[config.mk]
export PLATFORM = sky130hd
export DESIGN_NAME = pwm_timer
export DESIGN_NICKNAME = d
export VERILOG_FILES = /design/src/rtl/pwm_timer_pkg.sv /design/src/rtl/pwm_bus_regs.sv /design/src/rtl/pwm_prescaler.sv /design/src/rtl/pwm_counter.sv /design/src/rtl/pwm_wave_out.sv /design/src/rtl/pwm_timer.sv
export SDC_FILE = /design/constraint.sdc
export NUM_CORES = 1
export LEC_CHECK = 0
export BUFFER_PORTS_ARGS = -buffer_cell sky130_fd_sc_hd__clkbuf_2
export CORE_UTILIZATION = 30
export CTS_CLUSTER_DIAMETER = 100
export DETAILED_ROUTE_END_ITERATION = 7
export GPL_TIMING_DRIVEN = 0
export PLACE_DENSITY = 0.51
export SLEW_MARGIN = 10
export SYNTH_ARGS = -nofsm -noshare
export SYNTH_HDL_FRONTEND = slang
export SYNTH_HIERARCHICAL = 1
export SYNTH_SLANG_ARGS = --single-unit
[constraint.sdc]
create_clock -name clk -period 5.79 [get_ports clk]
set_clock_uncertainty 0.15 [all_clocks]
set_input_delay 1.158 -clock clk [delete_from_list [all_inputs] [get_ports clk]]
set_output_delay 1.158 -clock clk [all_outputs]
set_load 0.05 [all_outputs]
[src/rtl/pwm_timer_pkg.sv]
package pwm_timer_pkg;

    localparam int DATA_W = 32;
    localparam int ADDR_W = 4;

    // Control word bit positions
    localparam int CB_RUN     = 0;
    localparam int CB_REPEAT  = 1;
    localparam int CB_DUTYPOL = 3;
    localparam int CB_IDLEPOL = 4;

    typedef enum logic [1:0] {
        SEL_COUNT  = 2'd0,
        SEL_PERIOD = 2'd1,
        SEL_DUTY   = 2'd2,
        SEL_CTRL   = 2'd3
    } reg_sel_e;

    typedef struct packed {
        logic idle_high;
        logic duty_high;
        logic repeat_on;
        logic run_on;
    } ctrl_t;

    typedef struct packed {
        logic              cnt_load;
        logic [DATA_W-1:0] load_val;
    } load_req_t;

    function automatic reg_sel_e decode_sel(input logic [1:0] word_idx);
        return reg_sel_e'(word_idx);
    endfunction

    function automatic ctrl_t unpack_ctrl(input logic [DATA_W-1:0] w);
        ctrl_t c;
        c.run_on    = w[CB_RUN];
        c.repeat_on = w[CB_REPEAT];
        c.duty_high = w[CB_DUTYPOL];
        c.idle_high = w[CB_IDLEPOL];
        return c;
    endfunction

    function automatic logic [DATA_W-1:0] pack_ctrl(input ctrl_t c);
        logic [DATA_W-1:0] w;
        w             = '0;
        w[CB_RUN]     = c.run_on;
        w[CB_REPEAT]  = c.repeat_on;
        w[CB_DUTYPOL] = c.duty_high;
        w[CB_IDLEPOL] = c.idle_high;
        return w;
    endfunction

endpackage

[src/rtl/pwm_bus_regs.sv]
module pwm_bus_regs
    import pwm_timer_pkg::*;
(
    input  logic              clk,
    input  logic              rst,
    input  logic [ADDR_W-1:0] bus_addr,
    input  logic              bus_wr,
    input  logic [DATA_W-1:0] bus_wdata,
    input  logic [DATA_W-1:0] cnt_val,
    output logic [DATA_W-1:0] bus_rdata,
    output logic [DATA_W-1:0] period_q,
    output logic [DATA_W-1:0] duty_q,
    output ctrl_t             ctrl_q,
    output load_req_t         load_req
);

    reg_sel_e sel;
    logic     unused_lsb;

    assign sel        = decode_sel(bus_addr[3:2]);
    assign unused_lsb = ^bus_addr[1:0];

    // Counter load request goes straight to the counter unit
    always_comb begin
        load_req.cnt_load = bus_wr && (sel == SEL_COUNT);
        load_req.load_val = bus_wdata;
    end

    always_ff @(posedge clk) begin
        if (rst) begin
            period_q <= '0;
            duty_q   <= '0;
            ctrl_q   <= '0;
        end else if (bus_wr) begin
            case (sel)
                SEL_PERIOD: period_q <= bus_wdata;
                SEL_DUTY:   duty_q   <= bus_wdata;
                SEL_CTRL:   ctrl_q   <= unpack_ctrl(bus_wdata);
                default:    ;
            endcase
        end
    end

    always_ff @(posedge clk) begin
        if (rst) begin
            bus_rdata <= '0;
        end else begin
            case (sel)
                SEL_COUNT:  bus_rdata <= cnt_val;
                SEL_PERIOD: bus_rdata <= period_q;
                SEL_DUTY:   bus_rdata <= duty_q;
                SEL_CTRL:   bus_rdata <= pack_ctrl(ctrl_q);
                default:    bus_rdata <= '0;
            endcase
        end
    end

endmodule

[src/rtl/pwm_prescaler.sv]
module pwm_prescaler #(
    parameter int PRESCALE = 1
) (
    input  logic clk,
    input  logic rst,
    input  logic run,
    input  logic restart,
    output logic tick
);

    localparam int PRE_W = (PRESCALE > 1) ? $clog2(PRESCALE) : 1;

    generate
        if (PRESCALE <= 1) begin : g_direct
            logic unused_in;
            assign unused_in = ^{clk, rst, restart};
            assign tick      = run;
        end else begin : g_div
            localparam logic [PRE_W-1:0] PRE_LAST = PRE_W'(PRESCALE - 1);
            logic [PRE_W-1:0] pre_q;

            always_ff @(posedge clk) begin
                if (rst || restart) begin
                    pre_q <= '0;
                end else if (run) begin
                    pre_q <= (pre_q == PRE_LAST) ? '0 : pre_q + 1'b1;
                end
            end

            assign tick = run && (pre_q == PRE_LAST);
        end
    endgenerate

endmodule

[src/rtl/pwm_counter.sv]
module pwm_counter
    import pwm_timer_pkg::*;
(
    input  logic              clk,
    input  logic              rst,
    input  logic              tick,
    input  logic [DATA_W-1:0] period,
    input  load_req_t         load_req,
    output logic [DATA_W-1:0] cnt_q
);

    logic wrap;

    assign wrap = (period == '0) || (cnt_q >= period - 1'b1);

    always_ff @(posedge clk) begin
        if (rst) begin
            cnt_q <= '0;
        end else if (load_req.cnt_load) begin
            cnt_q <= load_req.load_val;
        end else if (tick) begin
            cnt_q <= wrap ? '0 : cnt_q + 1'b1;
        end
    end

endmodule

[src/rtl/pwm_wave_out.sv]
module pwm_wave_out
    import pwm_timer_pkg::*;
(
    input  logic              clk,
    input  logic              rst,
    input  ctrl_t             ctrl,
    input  logic [DATA_W-1:0] cnt,
    input  logic [DATA_W-1:0] period,
    input  logic [DATA_W-1:0] duty,
    output logic              pwm_out
);

    logic in_duty;

    assign in_duty = (period != '0) && (cnt < duty);

    always_ff @(posedge clk) begin
        if (rst) begin
            pwm_out <= 1'b0;
        end else if (!ctrl.run_on) begin
            pwm_out <= ctrl.idle_high;
        end else begin
            pwm_out <= in_duty ? ctrl.duty_high : !ctrl.duty_high;
        end
    end

endmodule

[src/rtl/pwm_timer.sv]
module pwm_timer
    import pwm_timer_pkg::*;
#(
    parameter int PRESCALE = 1
) (
    input  logic              clk,
    input  logic              rst,
    input  logic [ADDR_W-1:0] bus_addr,
    input  logic              bus_wr,
    input  logic [DATA_W-1:0] bus_wdata,
    output logic [DATA_W-1:0] bus_rdata,
    output logic              pwm_out
);

    ctrl_t             ctrl_s;
    load_req_t         load_s;
    logic [DATA_W-1:0] period_s;
    logic [DATA_W-1:0] duty_s;
    logic [DATA_W-1:0] cnt_s;
    logic              tick_s;
    logic              run_s;

    assign run_s = ctrl_s.run_on && ctrl_s.repeat_on;

    pwm_bus_regs u_regs (
        .clk       (clk),
        .rst       (rst),
        .bus_addr  (bus_addr),
        .bus_wr    (bus_wr),
        .bus_wdata (bus_wdata),
        .cnt_val   (cnt_s),
        .bus_rdata (bus_rdata),
        .period_q  (period_s),
        .duty_q    (duty_s),
        .ctrl_q    (ctrl_s),
        .load_req  (load_s)
    );

    pwm_prescaler #(.PRESCALE(PRESCALE)) u_pre (
        .clk     (clk),
        .rst     (rst),
        .run     (run_s),
        .restart (load_s.cnt_load),
        .tick    (tick_s)
    );

    pwm_counter u_cnt (
        .clk      (clk),
        .rst      (rst),
        .tick     (tick_s),
        .period   (period_s),
        .load_req (load_s),
        .cnt_q    (cnt_s)
    );

    pwm_wave_out u_wave (
        .clk     (clk),
        .rst     (rst),
        .ctrl    (ctrl_s),
        .cnt     (cnt_s),
        .period  (period_s),
        .duty    (duty_s),
        .pwm_out (pwm_out)
    );

endmodule

Word-level counts from Yosys, hierarchy flattened
Cells that the tools add are included.
{"block": "totals", "reg_bits": 133, "in_bits": 39, "out_inout_bits": 33, "elab_cells": 34}
{"block": "op_classes", "addsub": 2, "magnitude_cmp": 2, "n_eq_ne": 3, "mux": 6, "reduce_logical": 12}
{"operator": "$pmux 32 s4", "count": 1}
{"operator": "$mux 32", "count": 3}
{"operator": "$add 32x1->32 const B", "count": 1}
{"operator": "$ge 32x32->1", "count": 1}
{"operator": "$logic_not 32->1", "count": 1}
{"operator": "$lt 32x32->1", "count": 1}
{"operator": "$reduce_bool 32->1", "count": 1}
{"operator": "$sub 32x1->32 const B", "count": 1}
{"operator": "$reduce_and 2->1", "count": 3}
{"operator": "$eq 2x2->1 const B", "count": 2}
{"operator": "$logic_and 1x1->1", "count": 3}
{"operator": "$eq 2x1->1 const B", "count": 1}
{"operator": "$logic_not 2->1", "count": 1}
{"operator": "$mux 1", "count": 2}
{"operator": "$reduce_bool 2->1", "count": 1}
{"operator": "$logic_not 1->1", "count": 1}
{"operator": "$logic_or 1x1->1", "count": 1}

Depth between registers and ports, before layout
{"block": "logic_depth", "ltp_word": 6, "ltp_mapped": 15, "depth_no_buf": 14}

By module
Netlist, hierarchy kept.
{"module": "pwm_bus_regs", "n_inst": 1, "cells_each": 407, "area_each_um2": 4376.7}
{"module": "pwm_counter", "n_inst": 1, "cells_each": 436, "area_each_um2": 3423.3}
{"module": "pwm_wave_out", "n_inst": 1, "cells_each": 133, "area_each_um2": 932.1}
{"module": "pwm_prescaler", "n_inst": 1, "cells_each": 1, "area_each_um2": 7.5}
{"module": "pwm_timer", "n_inst": 1, "cells_each": 1, "area_each_um2": 6.3}

Worst setup path after synthesis
OpenSTA, ideal clock, no wires.
{"block": "synth_timing", "path_kind": "register -> register", "from": "reg u_regs.period_q[15]", "to": "reg u_cnt.cnt_q[11]", "arrival_ns": 3.817, "slack_ns": 1.722, "stages_incl_launch_ff": 14, "period_less_slack_ns": 4.068, "path_cell_list": "dfxtp_1 > or4_4 > or4_1 > or3b_1 > buf_2 > or3_1 > xor2_1 > ha_1 > nand4_1 > a21oi_1 > a2111oi_0 > o211ai_1 > clkbuf_1 > o41ai_1"}
{"block": "synth_via", "elab_chain_len": 6}
{"element": "start: declaration", "line_no": "pwm_bus_regs.sv:11", "source": "output logic [DATA_W-1:0] period_q,"}
{"element": "start signal: assignment", "line_no": "pwm_bus_regs.sv:36", "source": "SEL_PERIOD: period_q <= bus_wdata;"}
{"element": "$sub 32x1->32", "line_no": "pwm_counter.sv:14", "source": "assign wrap = (period == '0) || (cnt_q >= period - 1'b1);"}
{"element": "$ge 32x32->1", "line_no": "pwm_counter.sv:14"}
{"element": "$logic_or 1x1->1 (*)", "line_no": "pwm_counter.sv:14"}
{"element": "$mux 32 (*)", "line_no": "pwm_counter.sv:22", "source": "cnt_q <= wrap ? '0 : cnt_q + 1'b1;"}
{"element": "$mux 32 (*)", "line_no": "pwm_counter.sv:21", "source": "end else if (tick) begin"}
{"element": "$mux 32 (*)", "line_no": "pwm_counter.sv:19", "source": "end else if (load_req.cnt_load) begin"}
{"element": "end signal: assignment", "line_no": "pwm_counter.sv:20", "source": "cnt_q <= load_req.load_val;"}
{"element": "end signal: assignment", "line_no": "pwm_counter.sv:22"}
{"element": "end: declaration", "line_no": "pwm_counter.sv:9", "source": "output logic [DATA_W-1:0] cnt_q"}
Every way passes the cells marked *; elsewhere a longest branch is shown, timed or not. The select of a mux whose other input is x is not followed.
A chain may end at the register's enable or synchronous reset.

Worst setup path after layout
{"block": "layout_timing", "from": "reg u_regs.period_q[15]", "to": "reg u_cnt.cnt_q[15]"}
The elaborated chain is that of the path after synthesis.

==> flow_summary_export.csv <==
group,metric,value,unit
yosys,synthFlopType,"dfxtp_1",
place,post-place-cells,1430,
yosys,synthTopCellsByCount,"dfxtp_1, nand2b_1, mux2i_1, ha_1, a21oi_1",
floorplan,fp.dieW,173,um
global_routing,antenna_found_initial,0,
critical_path,cp-end-kind,"flip-flop",
place,place_congestion,0.849,
sta,relSlewSlack,0.505,
pwr,ir_worst_vdd,178,uV
global_routing,gr-total-overflow,0,
detailed_routing,drtIter0Drc,467,
sta,final.setup.tns,0,ns
critical_path,start_kind,"flip-flop",
cts,cts-root-to-sink-buffers,2,
cts,root_buffer,"clkbuf_16",
flow_run,max_cap_violations,0,
critical_path,arrival,5.03,ns
final_layout,multiInputGateArea,5390,um^2
yosys,ys_ff_latch,133,
final_layout,nFillCells,3043,
sta,fmax,204,MHz
hold_path,hold_path_class,"flip-flop to flip-flop",
floorplan,pin_count,72,
yosys,syn_area_per_cell,8.94,um^2
yosys,synth_edf_count,0,
detailed_routing,final_antenna_net_count,0,
yosys,syn_nets,1083,
place,port_buffers,68,
critical_path,path_class,"flip-flop to flip-flop",
cts,cts_hold_buf,0,
yosys,ys_types,53,
floorplan,rows,62,
global_routing,grt_use_total,0.187,
yosys,yosys-top-cells-area,"dfxtp_1, mux2i_1, ha_1",
critical_path,critPathRequiredTime,5.91,ns
cts,cts_setup_buffers,0,
sta,hold_viol_final,0,
floorplan,die_area,29800,um^2
final_layout,layout-drive-gt1-share,0.149,
global_routing,grt_pass1_wl,42.9,mm
sta,setup_viol,0,
place,place_area,9570,um^2
pwr,power.density,257,nW/um^2
place,hpwl,20.7,mm
final_layout,final_area,10200,um^2
yosys,ys.warnings.count,6,
cts,clkTransAtPathRegs,0.06,ns
detailed_routing,route.detailed.drc,0,
global_routing,grt_max_degree,17,
cts,cts_resized,0,
pwr,p_leak,4.18,nW
yosys,synth_top_area_frac,0.304,
yosys,yosysTopAreaCell,"dfxtp_1",
sta,fin_crit,4.91,ns
cts,cts_tree,"yes",
final_layout,fin_nets,1170,
yosys,async_reset_ff_frac,0,
floorplan,start_util,0.305,
outcome,status,"completed",
floorplan,die_y,173,um
sta,setup_slack,0.879,ns
detailed_routing,routed-via-count,7435,
sta,rsz0062_at_grt,"false",
yosys,synth_cells,978,
global_routing,grt_pass1_vias,7406,
final_layout,area_delta_synth_final,16.2,%
final_layout,fin_cells,1460,
detailed_routing,drt-pass1-iter-count,5,
floorplan,core,28700,um^2
detailed_routing,wl,27.7,mm
sta,slew_viol_final,0,
cts,clock_latency,0.42,ns
final_layout,seq_area,2660,um^2
detailed_routing,drt-vias-per-instance,5.09,
yosys,synth_most_common_cell,"dfxtp_1",
final_layout,antenna_cells,0,
cts,clkSinkCount,133,
sta,worst_pin_slew,0.743,ns
yosys,synth-seq-area-share,0.304,
sta,hold_slack,0.340,ns
critical_path,cp_max_fo,10,
place,dpl_worst_slack,1.05,ns
cts,numCtsBuffers,17,
cts,htree_levels,4,
sta,finalCritPeriodShare,0.848,
yosys,syn-cell-area,8750,um^2
detailed_routing,wire_per_inst,19.0,um
-- cell type report --
type | instances | share of cell area
inverter | 39 | 0.0144
sequential | 133 | 0.262
clock buffer | 21 | 0.0463
buffer | 88 | 0.0537
tap | 384 | 0.0473
multi-input combinational | 718 | 0.530
timing repair buffer | 68 | 0.0335
clock inverter | 9 | 0.0126
-- registers in the layout (all words and copies together), names as in the netlist --
signal	cells
u_regs/duty_q	32
u_cnt/cnt_q	32
u_wave/pwm_out	1
u_regs/ctrl_q	4
u_regs/period_q	32
u_regs/bus_rdata	32
-- placed cells by master (no fill, tap or decap), drive strengths merged, types with 3 or more instances in the layout --
master | netlist | final
dfxtp | 133 | 133
clkbuf | 30 | 119
nand2b | 117 | 117
mux2i | 105 | 105
ha | 66 | 66
a21oi | 60 | 60
buf | 58 | 58
xnor2 | 39 | 39
inv | 39 | 39
o22ai | 34 | 34
nand2 | 33 | 33
nor3b | 29 | 29
nor2 | 26 | 26
nor3 | 25 | 25
or2 | 22 | 22
xor2 | 21 | 21
o41ai | 20 | 20
nand4 | 18 | 18
nor4 | 16 | 16
nand3 | 15 | 15
o32ai | 12 | 12
o21ai | 9 | 9
nand3b | 8 | 8
and4 | 6 | 6
and3 | 6 | 6
or4 | 6 | 6
and2 | 3 | 3
clkinv | 0 | 3
bufinv | 0 | 3
clkinvlp | 0 | 3
a21o | 3 | 3
-- report_power, final --
group	internal [mW]	total, mW	switching, mW
registers	0.944	0.985	0.0406
clock network	0.705	1.13	0.422
logic	0.206	0.499	0.293
total	1.86	2.61	0.756
-- worst paths after layout --
kind                                           from  cells past startpoint  slack, ns                to
worst max-delay path            u_regs/period_q[15]                     14       0.88   u_cnt/cnt_q[15]
worst min register to register     u_regs/duty_q[5]                      2       0.34  u_regs/duty_q[5]
worst min-delay path               u_regs/duty_q[5]                      2       0.34  u_regs/duty_q[5]
worst max register to register  u_regs/period_q[15]                     14       0.88   u_cnt/cnt_q[15]
-- worst max-delay path: stages (launching register included) --
cell and delay (ns):
dfxtp_1 0.41, or4_4 0.61, or4_1 0.44, or3b_1 0.37
buf_2 0.18, nor2_1 0.31, nand2_1 0.11, xor2_1 0.16
ha_1 0.31, nand4_1 0.17, a21oi_1 0.19, a2111oi_0 0.09
o211ai_1 0.50, clkbuf_1 0.55, o32ai_1 0.20
-- stage by stage --
step | util | total power, mW
2_1_floorplan | - | 1.35
3_3_place_gp | 0.333 | 1.49
3_5_place_dp | 0.333 | 1.50
4_1_cts | 0.354 | 2.63
5_1_grt | 0.354 | 2.74
6_report | 0.354 | 2.61
-- per-layer routing --
metal  wire, um  share of wire  GRT usage  up-vias
met3       1170          0.042     0.0352       34
met4        582          0.021     0.0631        0
met5          0              0          0        -
li1           -              -          -     3658
met2      12900           0.47      0.304      172
met1      13000           0.47      0.247     3571
-- cell families after synthesis --
logic type / Yosys count / synth area share
fa+ha+maj: 66 / 0.0944
buf+inv: 127 / 0.0791
mux: 105 / 0.120
flops: 133 / 0.304
simple gates: 338 / 0.231
compound gates: 149 / 0.110
xor+xnor: 60 / 0.0601
Note: power is estimated with default switching activity, not from simulation.
